<file path="config.mk">
export PLATFORM = sky130hd
export DESIGN_NAME = fetch_aligner
export DESIGN_NICKNAME = d
export VERILOG_FILES = /design/src/rtl/fa_pkg.sv /design/src/rtl/fa_classify.sv /design/src/rtl/fa_extract.sv /design/src/rtl/fa_nextpc.sv /design/src/rtl/fetch_aligner.sv
export SDC_FILE = /design/constraint.sdc
export NUM_CORES = 1
export LEC_CHECK = 0
export BUFFER_PORTS_ARGS = -buffer_cell sky130_fd_sc_hd__buf_4
export CORE_AREA = 10 10 131 133
export DETAILED_ROUTE_END_ITERATION = 7
export DIE_AREA = 0 0 141 143
export PLACE_DENSITY = 0.86
export SYNTH_ARGS = -nofsm -noshare
export SYNTH_HDL_FRONTEND = slang
export SYNTH_SLANG_ARGS = --single-unit
</file>
<file path="constraint.sdc">
create_clock -name clk -period 3.3 [get_ports clk]
set_input_delay 0.33 -clock clk [delete_from_list [all_inputs] [get_ports clk]]
set_output_delay 0.33 -clock clk [all_outputs]
set_load 0.01 [all_outputs]
</file>
<file path="src/rtl/fa_pkg.sv">
package fa_pkg;

    localparam int ADDR_W     = 64;
    localparam int WORD_BYTES = 8;

    typedef enum logic [3:0] {
        OP_HALT = 4'h0, OP_NOP  = 4'h1, OP_RRMOV = 4'h2, OP_IRMOV = 4'h3,
        OP_RMMOV = 4'h4, OP_MRMOV = 4'h5, OP_ALU = 4'h6, OP_JUMP = 4'h7,
        OP_CALL = 4'h8, OP_RET  = 4'h9, OP_PUSH = 4'hA, OP_POP  = 4'hB
    } opc_e;

    localparam logic [3:0] FN_NONE = 4'h0;
    localparam logic [3:0] REG_NONE = 4'hF;

    typedef struct packed {
        logic [3:0] icode;
        logic [3:0] ifun;
        logic       need_reg;
        logic       need_const;
        logic       valid;
    } fa_ctrl_t;

    function automatic logic op_has_reg(input logic [3:0] c);
        case (c)
            OP_RRMOV, OP_IRMOV, OP_RMMOV, OP_MRMOV,
            OP_ALU, OP_PUSH, OP_POP: return 1'b1;
            default:                 return 1'b0;
        endcase
    endfunction

    function automatic logic op_has_const(input logic [3:0] c);
        case (c)
            OP_IRMOV, OP_RMMOV, OP_MRMOV, OP_JUMP, OP_CALL: return 1'b1;
            default:                                        return 1'b0;
        endcase
    endfunction

    function automatic logic op_defined(input logic [3:0] c);
        return c <= OP_POP;
    endfunction

endpackage

</file>
<file path="src/rtl/fa_classify.sv">
module fa_classify
    import fa_pkg::*;
(
    input  logic          clk,
    input  logic          rst,
    input  logic [7:0]    byte0,
    input  logic          imem_err,
    output fa_ctrl_t      ctrl
);
    logic [3:0] code_q;
    logic [3:0] fn_q;

    always_comb begin
        code_q = imem_err ? OP_NOP  : byte0[7:4];
        fn_q   = imem_err ? FN_NONE : byte0[3:0];
        ctrl.icode      = code_q;
        ctrl.ifun       = fn_q;
        ctrl.need_reg   = op_has_reg(code_q);
        ctrl.need_const = op_has_const(code_q);
        ctrl.valid      = op_defined(code_q);
    end


    err_nop_chk: assert property (@(posedge clk) disable iff (rst)
        imem_err |-> (ctrl.icode == 4'h1 && ctrl.ifun == 4'h0 &&
                      !ctrl.need_reg && !ctrl.need_const));


    undef_chk: assert property (@(posedge clk) disable iff (rst)
        !ctrl.valid |-> (byte0[7:4] > 4'hB && !imem_err));

endmodule

</file>
<file path="src/rtl/fa_extract.sv">
module fa_extract
    import fa_pkg::*;
#(
    parameter int WBYTES = WORD_BYTES,
    localparam int WORD_W = 8 * WBYTES,
    localparam int TAIL_W = 8 * (WBYTES + 1)
) (
    input  logic              clk,
    input  logic              rst,
    input  logic [TAIL_W-1:0] tail,
    input  fa_ctrl_t          ctrl,
    output logic [3:0]        ra,
    output logic [3:0]        rb,
    output logic [WORD_W-1:0] valc
);
    assign ra = ctrl.need_reg ? tail[7:4] : REG_NONE;
    assign rb = ctrl.need_reg ? tail[3:0] : REG_NONE;

    for (genvar k = 0; k < WBYTES; k++) begin : g_cbyte
        logic [7:0] pick;
        assign pick = ctrl.need_reg ? tail[8*(k+1) +: 8] : tail[8*k +: 8];
        assign valc[8*k +: 8] = ctrl.need_const ? pick : 8'h00;
    end


    noreg_chk: assert property (@(posedge clk) disable iff (rst)
        !ctrl.need_reg |-> (ra == 4'hF && rb == 4'hF));


    noconst_chk: assert property (@(posedge clk) disable iff (rst)
        !ctrl.need_const |-> (valc == '0));

endmodule

</file>
<file path="src/rtl/fa_nextpc.sv">
module fa_nextpc
    import fa_pkg::*;
#(
    parameter int AW     = ADDR_W,
    parameter int WBYTES = WORD_BYTES,
    localparam int LEN_W = $clog2(WBYTES + 3)
) (
    input  logic          clk,
    input  logic          rst,
    input  logic [AW-1:0] pc,
    input  fa_ctrl_t      ctrl,
    output logic [AW-1:0] valp
);
    logic [LEN_W-1:0] ilen;
    logic [AW-1:0]    span;

    always_comb begin
        ilen = LEN_W'(1);
        if (ctrl.need_reg)   ilen = ilen + LEN_W'(1);
        if (ctrl.need_const) ilen = ilen + LEN_W'(WBYTES);
    end

    assign valp = pc + AW'(ilen);
    assign span = valp - pc;


    len_class_chk: assert property (@(posedge clk) disable iff (rst)
        (span == AW'(1) || span == AW'(2) ||
         span == AW'(WBYTES + 1) || span == AW'(WBYTES + 2)));

endmodule

</file>
<file path="src/rtl/fetch_aligner.sv">
module fetch_aligner
    import fa_pkg::*;
#(
    parameter int AW      = ADDR_W,
    parameter int WBYTES  = WORD_BYTES,
    parameter bit REG_OUT = 1'b1,
    localparam int WORD_W = 8 * WBYTES,
    localparam int WIN_W  = 8 * (WBYTES + 2)
) (
    input  logic              clk,
    input  logic              rst,
    input  logic [AW-1:0]     fetch_pc,
    input  logic [WIN_W-1:0]  fetch_win,
    input  logic              imem_err,
    output logic [3:0]        icode,
    output logic [3:0]        ifun,
    output logic [3:0]        ra,
    output logic [3:0]        rb,
    output logic [WORD_W-1:0] valc,
    output logic [AW-1:0]     valp,
    output logic              instr_ok
);
    fa_ctrl_t          ctrl;
    logic [3:0]        ra_c, rb_c;
    logic [WORD_W-1:0] valc_c;
    logic [AW-1:0]     valp_c;

    fa_classify u_cls (
        .clk(clk), .rst(rst), .byte0(fetch_win[7:0]),
        .imem_err(imem_err), .ctrl(ctrl)
    );

    fa_extract #(.WBYTES(WBYTES)) u_ext (
        .clk(clk), .rst(rst), .tail(fetch_win[WIN_W-1:8]), .ctrl(ctrl),
        .ra(ra_c), .rb(rb_c), .valc(valc_c)
    );

    fa_nextpc #(.AW(AW), .WBYTES(WBYTES)) u_npc (
        .clk(clk), .rst(rst), .pc(fetch_pc), .ctrl(ctrl), .valp(valp_c)
    );

    if (REG_OUT) begin : g_reg
        always_ff @(posedge clk) begin
            if (rst) begin
                icode    <= OP_NOP;
                ifun     <= FN_NONE;
                ra       <= REG_NONE;
                rb       <= REG_NONE;
                valc     <= '0;
                valp     <= '0;
                instr_ok <= 1'b0;
            end else begin
                icode    <= ctrl.icode;
                ifun     <= ctrl.ifun;
                ra       <= ra_c;
                rb       <= rb_c;
                valc     <= valc_c;
                valp     <= valp_c;
                instr_ok <= ctrl.valid;
            end
        end


        reg_latency_chk: assert property (@(posedge clk) disable iff (rst)
            !$past(rst) |-> (valp == $past(valp_c) && valc == $past(valc_c)));
    end else begin : g_comb
        assign icode    = ctrl.icode;
        assign ifun     = ctrl.ifun;
        assign ra       = ra_c;
        assign rb       = rb_c;
        assign valc     = valc_c;
        assign valp     = valp_c;
        assign instr_ok = ctrl.valid;
    end

endmodule

</file>
# --- Word level (Yosys, flattened, before mapping) ---
# Index checks and enable logic that the tools add are counted.
op_classes:
  n_mux: 13
  n_eq_ne: 9
  magnitude_cmp: 1
  reduce_logical: 5
  addsub: 2
  bitwise: 2
ops:
  columns: ["cell", "n"]
  rows:
  - ["64-bit by 4-bit adder with 64-bit output", 1]
  - ["8-bit two-way mux", 8]
  - ["4-bit by 3-bit == test with 1-bit output, second input constant", 4]
  - ["4-bit == test, second input constant", 3]
  - ["4-bit by 2-bit == test with 1-bit output, second input constant", 2]
  - ["4-bit two-way mux", 2]
  - ["7-bit OR reduction", 1]
  - ["2-bit OR reduction", 3]
  - ["5-bit OR reduction", 1]
  - ["2-bit by 4-bit adder with 4-bit output, second input constant", 1]
  - ["4-bit less-or-equal comparator, second input constant", 1]
  - ["1-bit two-way mux", 2]
  - ["2-bit two-way mux", 1]
  - ["1-bit inverter", 2]
totals:
  in_bits: 147
  reg_bits: 145
  out_inout_bits: 145
  wordCells: 39

# --- Longest topological paths before layout ---
# Gate-level depths: netlist of the first run.
logic_depth:
  ltp_word: 8
  ltp_mapped: 15
  ltp_nobuf: 12

# --- By module ---
# A second synthesis of the first run with hierarchy kept.
hier_totals:
  hier_cells: 692
  hier_area_um2: 6739.0
by_module_without_submodules:
  columns: ["module", "seq_area_each_um2", "area_each_um2", "n_inst", "cells_per_inst"]
  rows:
  - ["fetch_aligner", 2902.8, 3942.5, 1, 306]
  - ["fa_nextpc", 0.0, 1456.4, 1, 219]
  - ["fa_extract", 0.0, 1231.2, 1, 151]
  - ["fa_classify", 0.0, 108.9, 1, 16]

# --- Least setup slack after synthesis of the first run ---
# OpenSTA, ideal clock, no wires.
synth_timing:
  path_type: "input -> register"
  start: "input port fetch_win[4]"
  end: "register valp[58]"
  arrival_ns: 3.038
  required_ns: 3.229
  path_stages: 15
  path_buffers: 3
  setup_time_ns: 0.071
  slack_ns: 0.191
  cell_sequence: "a21oi_1 -> mux2i_1 -> nor2_1 -> inv_2 -> clkbuf_1 -> ha_1 -> inv_1 -> fa_1 -> and3b_1 -> o21ba_1 -> buf_4 -> nand3_2 -> buf_6 -> or4b_1 -> a21oi_1"
synth_between:
  elab_chain_len: 8
  word_cells_on_any_way: 18
  cone_classes: "add/sub: 2; eq/ne: 9; mux: 5; reduce/logical: 2"
synth_lines:
  columns: ["item", "line_no", "rtl"]
  rows:
  - ["start: declaration", "fetch_aligner.sv:13", "input logic [WIN_W-1:0] fetch_win,"]
  - ["4-bit two-way mux (*)", "fa_classify.sv:14", "code_q = imem_err ? OP_NOP : byte0[7:4];"]
  - ["4-bit by 2-bit == test with 1-bit output, or another cell as far along", "fa_pkg.sv:24", "case (c)"]
  - ["7-bit OR reduction", "fa_pkg.sv:24", null]
  - ["1-bit two-way mux", "fa_pkg.sv:24", null]
  - ["2-bit two-way mux", "fa_nextpc.sv:19", "if (ctrl.need_reg) ilen = ilen + LEN_W'(1);"]
  - ["2-bit by 4-bit adder with 4-bit output", "fa_nextpc.sv:20", "if (ctrl.need_const) ilen = ilen + LEN_W'(WBYTES);"]
  - ["4-bit two-way mux (*)", "fa_nextpc.sv:20", null]
  - ["64-bit by 4-bit adder with 64-bit output (*)", "fa_nextpc.sv:23", "assign valp = pc + AW'(ilen);"]
  - ["end signal: assignment", "fetch_aligner.sv:58", "valp <= valp_c;"]
  - ["end: declaration", "fetch_aligner.sv:20", "output logic [AW-1:0] valp,"]
# Mark *: on every way between the ends. The rest lies on a longest branch, timed or not.
# A chain may end at the register's enable or synchronous reset.

# --- Final worst setup path of the first run ---
layout_timing:
  start: "input port fetch_win[5]"
  end: "register valp[52]"
# The elaborated chain is that of the path after synthesis.

==> metrics.sh, run 1 <==
STATUS='finished, final reports clean'
FIN_CRIT_SH_PCT=87.01
CP-START-KIND='input port'
DRT_ITER0_DRC=502
CTS_TREE='built'
REQUIRED_NS=3.62
POST_DRT_WL_PER_CELL_UM=18.76
POWER.DENSITY_CELL_AREA_nW_PER_UM2=501.4
POWER.SHARE.COMBINATIONAL_PCT=13.0
FINALNETCOUNT=1139
CRIT_ARRIVAL_NS=3.19
MAXCLOCKFREQUENCY_MHz=348.3
SEQUENTIAL_CELL_AREA_SQ_UM=2903
GRT_FIRST_PASS_WIRELENGTH_MM=33.27
TIMING.SETUP.CRITICAL_PATH_CLASS='input port to flip-flop'
PLACEMENT.IO_BUFFERS=291
POST-CTS-SETUP-BUFFERS=0
YS_ASYNC_SR_FRACTION_PCT=0
SYNTHESIS.INSTANCES=703
MAXIMUM_NUMBER_OF_PINS_ON_ONE_NET_BEFORE_GLOBAL_ROUTE_REPAIR=79
ENDPOINT_KIND='flip-flop'
IR_WORST_VDD_mV=0.3237
TIGHTESTPINTRANSITION_NS=1.162
CRIT_PATH_MAX_FANOUT=12
LAYOUT_COMMONEST_CELL='buf_4'
CTSROOTBUFFERMASTER='clkbuf_16'
SEQ_AREA_FRAC_SYNTH_PCT=48.79
DIE_AREA_SQ_UM=20160
VIA_PER_INST=5.265
SYN_AREA_PER_CELL_SQ_UM=8.463
STD_CELL_ROWS=44
GLOBAL_ROUTE.USAGE.TOTAL_PCT=20.69
GRT_SETUP_UNREPAIRED='false'
SYNTH-EDFF-COUNT=0
SYNTH_FLOP_CELL='dfxtp_1'
SWITCHING_SHARE_PCT=24.23
SYNTH-WARNING-COUNT=0
DRTANTENNAVIOLNETS=0
POST_ROUTE_CELLS_DRIVE_ABOVE_1_SHARE_PCT=35.46
CTS_BUFFERS=17
HP-START='fetch_win[8]'
ROUTE.FINAL.WIRE_LENGTH_MM=22.23
SLEW_HEADROOM_PCT=22.54
REPORT.FINAL.HOLD_VIOL_COUNT=0
CTS_BUFFER_DEPTH=2
CTS_RESIZED=0
MAPPED_AREA_SQ_UM=5949
MULTI_INPUT_AREA_SQ_UM=2865
DIE_EXTENT_IN_X_UM=141
GP_CONGESTION=0.9170
BOUNDARYPINS=292
INTERNAL_POWER_mW=3.394
DRTPASS1ITERATIONS=5
GRT_ANTENNA_BEFORE_REPAIR=0
SHARE_OF_THE_SYNTHESIZED_AREA_IN_THE_TOP_CELL_TYPE_PCT=48.79
TOP_CELL_TYPE_BY_TOTAL_AREA_AFTER_SYNTHESIS='dfxtp_1'
SYNTH_NETS=854
CHIPHEIGHT_UM=143
FIN_TNS_SETUP_NS=0
CLOCKPOWERSHARE_PCT=45.8
DESIGN.CORE.AREA_SQ_UM=14420
POWER.STATIC_LEAKAGE_nW=3.972
REMAINING_DRC_ERRORS=0
CLK_TRANSITION_REPORTED_PATHS_NS=0.06
SYN_TO_FINAL_GROWTH_PCT=50.16
FIN_CRIT_NS=2.871
FINALMAXSLEWVIOLATIONS=0
CLOCK_SINK_COUNT=145
INITIAL_UTILIZATION_PCT=41.25
FIRST_GLOBAL_VIAS=6087
ANTENNA-DIODE-COUNT=0
SYNTH.DISTINCT_CELLS=53
OVERFLOW=0
CTSHOLDBUFFERS=0
DPL.HPWL_MM=17.40
POSTSYNTHREGISTERBITS=145
FINAL-SETUP-VIOL-COUNT=0
FILLERINSTANCES=1226
MOST-COMMON-LAYOUT-CELLS='302 x buf_4, 154 x nand2_1, 145 x dfxtp_1'
CTSHTREEMAXLEVEL=4
TIMING.CRITICAL_PATH.FROM='fetch_win[5]'
VIAS=6239
TIMING.MAX_CAP.VIOLATIONS=0
FINISH.UTILIZATION_PCT=61.94
PART_OF_THE_TOTAL_POWER_DISSIPATED_IN_SEQUENTIAL_ELEMENTS_PCT=41.2
SWITCHING_POWER_mW=1.085
HOLD_CLASS='input port to flip-flop'
POST_SYNTH_MAIN_AREA_CONTRIBUTORS='dfxtp_1 49%, nand2_1 9.7%, a21oi_1 8.2%, nor2_1 2.8%, nand4_1 2.5%'
stage by stage:
step                      cell area, sq um  hold WS, ns  cells  power (mW)  setup WS [ns]
after global placement                8307       0.5283   1153       2.458         0.1885
after detailed placement              8307       0.5311   1153       2.465        0.04920
after global routing                  8934      0.09748   1185       4.631         0.2062
after floorplan                       5949       0.4323    703       2.105         0.1914
after CTS                             8934      0.09305   1185       4.512         0.4448
final                                 8934       0.1102   1185       4.479         0.4287
power groups by stage:
stage	registers (mW)	clock network, mW	logic, mW
floorplan	1.92	0	0.188
global placement	1.88	0	0.577
detailed placement	1.88	0	0.583
CTS	1.84	2.08	0.586
global route	1.85	2.15	0.635
finish	1.85	2.05	0.584
cells by family (layout without fill, tap and decap cells):
family                     after synthesis  after routing  synth area share, %
buffers and inverters                   47            345                3.197
AOI/OAI and AO/OA                      137            137                12.77
xor gates and xnor gates                27             27                3.975
adders and majority gates                4              4               0.9675
and+or+nand+nor                        338            338                29.40
muxes                                    5              5               0.9043
DFF                                    145            145                48.79
worst max-delay path, stage by stage:
cell and delay, ns:
buf_4 0.11, a21oi_1 0.07, mux2i_1 0.26, nor2_4 0.07, inv_2 0.10, ha_1 0.20, inv_1 0.06, fa_1 0.40
and3b_1 0.30, o21ba_1 0.17, buf_4 0.17, nand3_2 0.20, or4_1 0.56, a21oi_1 0.19
flip-flops by register name (all words and copies together), names as in the netlist:
register and flops:
ra 4, icode 4, valc 64, valp 64
ifun 4, rb 4, instr_ok 1
metal layers:
metal	vias to the layer above	part of all wire [%]	track usage (%)
met3	25	12	9.154
li1	3017	-	-
met1	2879	37	21.96
met4	0	1.7	6.957
met2	318	49	35.96
met5	-	0	0
final timing paths:
check        to  depth (start not counted)  slack [ns]
max    valp[52]                         14        0.43
min       rb[0]                          2        0.11
cells in the mapped netlist (3+ instances only):
library cell	count
nand4b_1	3
buf_1	7
nor2_1	45
a21oi_1	97
and3_1	6
xor2_1	14
o21ai_0	15
o41ai_1	3
nand3_2	4
and2_1	9
nor3_1	5
or3_1	23
ha_1	3
nand2_1	154
xnor2_1	13
dfxtp_1	145
clkbuf_1	25
nand4_1	24
or4_1	13
nor4_1	10
mux2_2	3
nand3_1	16
o31ai_1	12
inv_1	10
nor2b_1	7
final cells by class:
cell class	count	area share [%]
Sequential cell	145	32.49
Clock inverter	12	2.017
Inverter	11	0.4622
Clock buffer	20	5.000
Tap cell	184	2.577
Timing Repair Buffer	302	25.38
Multi-Input combinational cell	511	32.07
Power figures use the tool's default switching activity.
==> inputs of run 2 (changes only) <==
- CORE_AREA: 10 10 131 133 -> 10 10 137 139
- DIE_AREA: 0 0 141 143 -> 0 0 147 149
- SYNTH_HIERARCHICAL: not set -> 1
==> run 2 against run 1 <==
Synthesized area increased by 13%. Non-clock buffer count fell by 3. Via count down 7.6%. Die area is 8.6% higher. Combinational power rose by 14%. Total power rose by 2.3%. Critical path type unchanged. Critical endpoint is now valp[62]. Highest routed layer unchanged.
==> metrics.sh, run 2 <==
FIRST_GLOBAL_VIAS=5994
CTS_TREE='built'
SYNTHXORXNORAREAFRAC_PCT=8.058
HOLD_PATH_STAGES=3
SEQUENTIAL_CELL_AREA_SQ_UM=2903
PRECTSSETUPSLACK_NS=0.2769
CLOCKPOWERSHARE_PCT=45.3
GLOBAL_ROUTE.USAGE.TOTAL_PCT=19.15
POWER.TOTAL_mW=4.581
PART_OF_THE_TOTAL_POWER_DISSIPATED_IN_SEQUENTIAL_ELEMENTS_PCT=40.3
HP-START='fetch_win[8]'
CPMOSTUSEDCELL='nor3_1'
INITIAL_UTILIZATION_PCT=41.67
TIMING.SETUP.CRITICAL_PATH_CLASS='input port to flip-flop'
PLACEMENT.CELL_AREA_SQ_UM=9057
IR_WORST_VDD_mV=0.3423
CLOCK_SINK_COUNT=145
MAXIMUM_NUMBER_OF_PINS_ON_ONE_NET_BEFORE_GLOBAL_ROUTE_REPAIR=65
CLK_TRANSITION_REPORTED_PATHS_NS=0.06
CRIT_PATH_MAX_FANOUT=11
PLACED_CELLS_INCL_TAPS=1179
PORTION_OF_NETLIST_AREA_OCCUPIED_BY_MUX_CELLS_PCT=9.803
ENDPOINT_KIND='flip-flop'
MOST-COMMON-LAYOUT-CELLS='298 x buf_4, 170 x nor2b_1, 145 x dfxtp_1'
WORSTHOLDENDPOINT='rb[0]'
FIN_WORST_HOLD_SLACK_NS=0.1819
SYNTH-WARNING-COUNT=6
GRT_FIRST_PASS_WIRELENGTH_MM=32.91
VIAS=5762
FINALINSTANCEAREA_SQ_UM=9693
REQUIRED_NS=3.61
SLEW_HEADROOM_PCT=54.19
SYNTH-EDFF-COUNT=0
POSTSYNTHREGISTERBITS=145
FIN_TNS_SETUP_NS=0
MAXCLOCKFREQUENCY_MHz=380.8
SYNTH_FLOP_CELL='dfxtp_1'
SYNTH-COMPOUND-AREA-SHARE_PCT=0.7984
POST_ROUTE_CELLS_DRIVE_ABOVE_1_SHARE_PCT=35.02
REMAINING_DRC_ERRORS=0
SWITCHING_POWER_mW=1.093
SYNTH_TOP_FAMILY_BY_AREA='simple AND/OR/NAND/NOR gates'
INTERNAL_POWER_mW=3.488
FILLERINSTANCES=1355
DRTPASS1ITERATIONS=5
SYNTH_NETS=843
POST_DRT_WL_PER_CELL_UM=18.08
DRT_ITER0_DRC=179
FIN_CRIT_NS=2.626
HOLD_CLASS='input port to flip-flop'
POST-CTS-SETUP-BUFFERS=0
DESIGN.CORE.AREA_SQ_UM=16170
GRT_ANTENNA_BEFORE_REPAIR=0
DIE_AREA_SQ_UM=21900
GRT_SETUP_UNREPAIRED='false'
REPORT.FINAL.HOLD_VIOL_COUNT=0
CTSHTREEMAXLEVEL=4
WORST_PATH_CELL_CHAIN='buf_4 -> a21oi_1 -> mux2i_1 -> nor2_4 -> inv_1 -> ha_1 -> fa_1 -> a31oi_1 -> nor3_1 -> nand3_1 -> nor3_1 -> xor2_1 -> and2b_1'
CRIT_ARRIVAL_NS=2.93
DRTANTENNAVIOLNETS=0
SHARE_OF_THE_SYNTHESIZED_AREA_IN_THE_TOP_CELL_TYPE_PCT=43.07
TIMING.CRITICAL_PATH.FROM='fetch_win[5]'
CTS_RESIZED=0
MULTI_INPUT_AREA_SQ_UM=3577
GP_CONGESTION=0.8810
CP-START-KIND='input port'
SYNTH-SIMPLE-AREA-SHARE_PCT=33.29
STD_CELL_ROWS=47
CTSHOLDBUFFERS=0
CTSROOTBUFFERMASTER='clkbuf_16'
PLACEMENT.IO_BUFFERS=291
DIE_EXTENT_IN_X_UM=147
CHIPHEIGHT_UM=149
SEQ_AREA_FRAC_SYNTH_PCT=43.07
STATUS='finished, final reports clean'
SYN_AREA_PER_CELL_SQ_UM=9.738
MAPPED_AREA_SQ_UM=6739
ANTENNA-DIODE-COUNT=0
SWITCHING_SHARE_PCT=23.86
FINISH.UTILIZATION_PCT=59.94
BOUNDARYPINS=292
POSTLAYOUTSETUPSLACKWORST_NS=0.6738
DPL.HPWL_MM=17.23
SYNTH-ADDER-AREA-SHARE_PCT=0.8541
CTS_BUFFERS=17
FIN_CRIT_SH_PCT=79.58
FINALNETCOUNT=1129
POWER.DENSITY_CELL_AREA_nW_PER_UM2=472.6
SYNTHESIS.INSTANCES=692
ROUTE.FINAL.WIRE_LENGTH_MM=21.89
OVERFLOW=0
CTS_BUFFER_DEPTH=2
TIGHTESTPINTRANSITION_NS=0.6872
SYN_TO_FINAL_GROWTH_PCT=43.84
FINALNONFILLERCELLS=1211
POST_SYNTH_MAIN_AREA_CONTRIBUTORS='dfxtp_1 43%, nor2b_1 16%, mux2i_1 9.8%, xor2_1 5.5%, and2b_1 4.0%'
TOP_CELL_TYPE_BY_TOTAL_AREA_AFTER_SYNTHESIS='dfxtp_1'
TIMING.MAX_CAP.VIOLATIONS=0
FINAL-SETUP-VIOL-COUNT=0
POWER.SHARE.COMBINATIONAL_PCT=14.5
BIGGESTREGSBYFLOPS='valc: 64 flops, valp: 64 flops'
FINALMAXSLEWVIOLATIONS=0
YS_ASYNC_SR_FRACTION_PCT=0
VIA_PER_INST=4.758
SYNTH.DISTINCT_CELLS=41
YOSYS.CELL_COUNT.TOP_TYPE='nor2b_1'
POWER.STATIC_LEAKAGE_nW=4.409
CPMAXSTAGEDELAYCELL='fa_1'
CP_SLOWEST_STAGE_DELAY_NS=0.42
LAYOUT_COMMONEST_CELL='buf_4'
YOSYS-TOP-CELLS-COUNT='170 x nor2b_1, 145 x dfxtp_1, 66 x mux2i_1'
## run 2: changes by cell type in the layout (fill, tap and decap cells not counted), sizes merged, moves of 23 or more
cell	previous run	this run
nor2b	7	171
nand2	154	27
a21oi	97	2
mux2i	2	66
and2b	0	36
xor2	14	42
or3	23	0
## run 2: kinds of logic (layout without fill, tap and decap cells)
kind of cell | count (synthesis) | count (layout)
multiplexers | 66 | 66
AND/OR/NAND/NOR | 364 | 364
flip-flops | 145 | 145
AO/OA/AOI/OAI | 7 | 7
buffers and inverters | 44 | 343
adder cells (fa/ha/maj) | 4 | 4
XOR/XNOR | 62 | 62
## run 2: cell type report
class	instances	share of cell area, %
inverters	12	0.4647
multi-input cells	503	36.90
well taps	220	2.840
flip-flops and latches	145	29.95
repair buffers	299	23.29
clock inverters	11	1.807
clock buffers	21	4.750
## run 2: routing by layer
layer / track usage, % / share of wire, % / up-vias
met2: 32.25 / 48 / 253
li1: - / - / 2831
met5: 0 / 0 / -
met3: 10.04 / 11 / 25
met4: 6.343 / 1.9 / 0
met1: 20.32 / 39 / 2653
## run 2: worst max path at each step
| stage | to | depth (start not counted) | slack, ns |
|---|---|---|---|
| final | valp[62] | 13 | 0.67 |
| after global routing | valp[60] | 13 | 0.50 |
| after floorplan | valp[54] | 13 | 0.55 |
| after detailed placement | valp[26] | 13 | 0.28 |
| after global placement | valp[60] | 13 | 0.40 |
| after CTS | valp[62] | 13 | 0.71 |
## run 2: critical path, delay by kind of cell
kind	cells	cell delay [ns]
multiplexers	1	0.14
AND/OR/NAND/NOR	5	0.91
XOR/XNOR	1	0.17
buffers and inverters	2	0.20
AO/OA/AOI/OAI	2	0.52
adder cells (fa/ha/maj)	2	0.66
## run 2: power groups by stage
stage	clock network, mW	logic, mW	registers (mW)
after floorplan	0	0.274	1.92
after global routing	2.21	0.715	1.85
after global placement	0	0.654	1.88
final	2.07	0.663	1.84
after CTS	2.12	0.668	1.84
after detailed placement	0	0.665	1.88
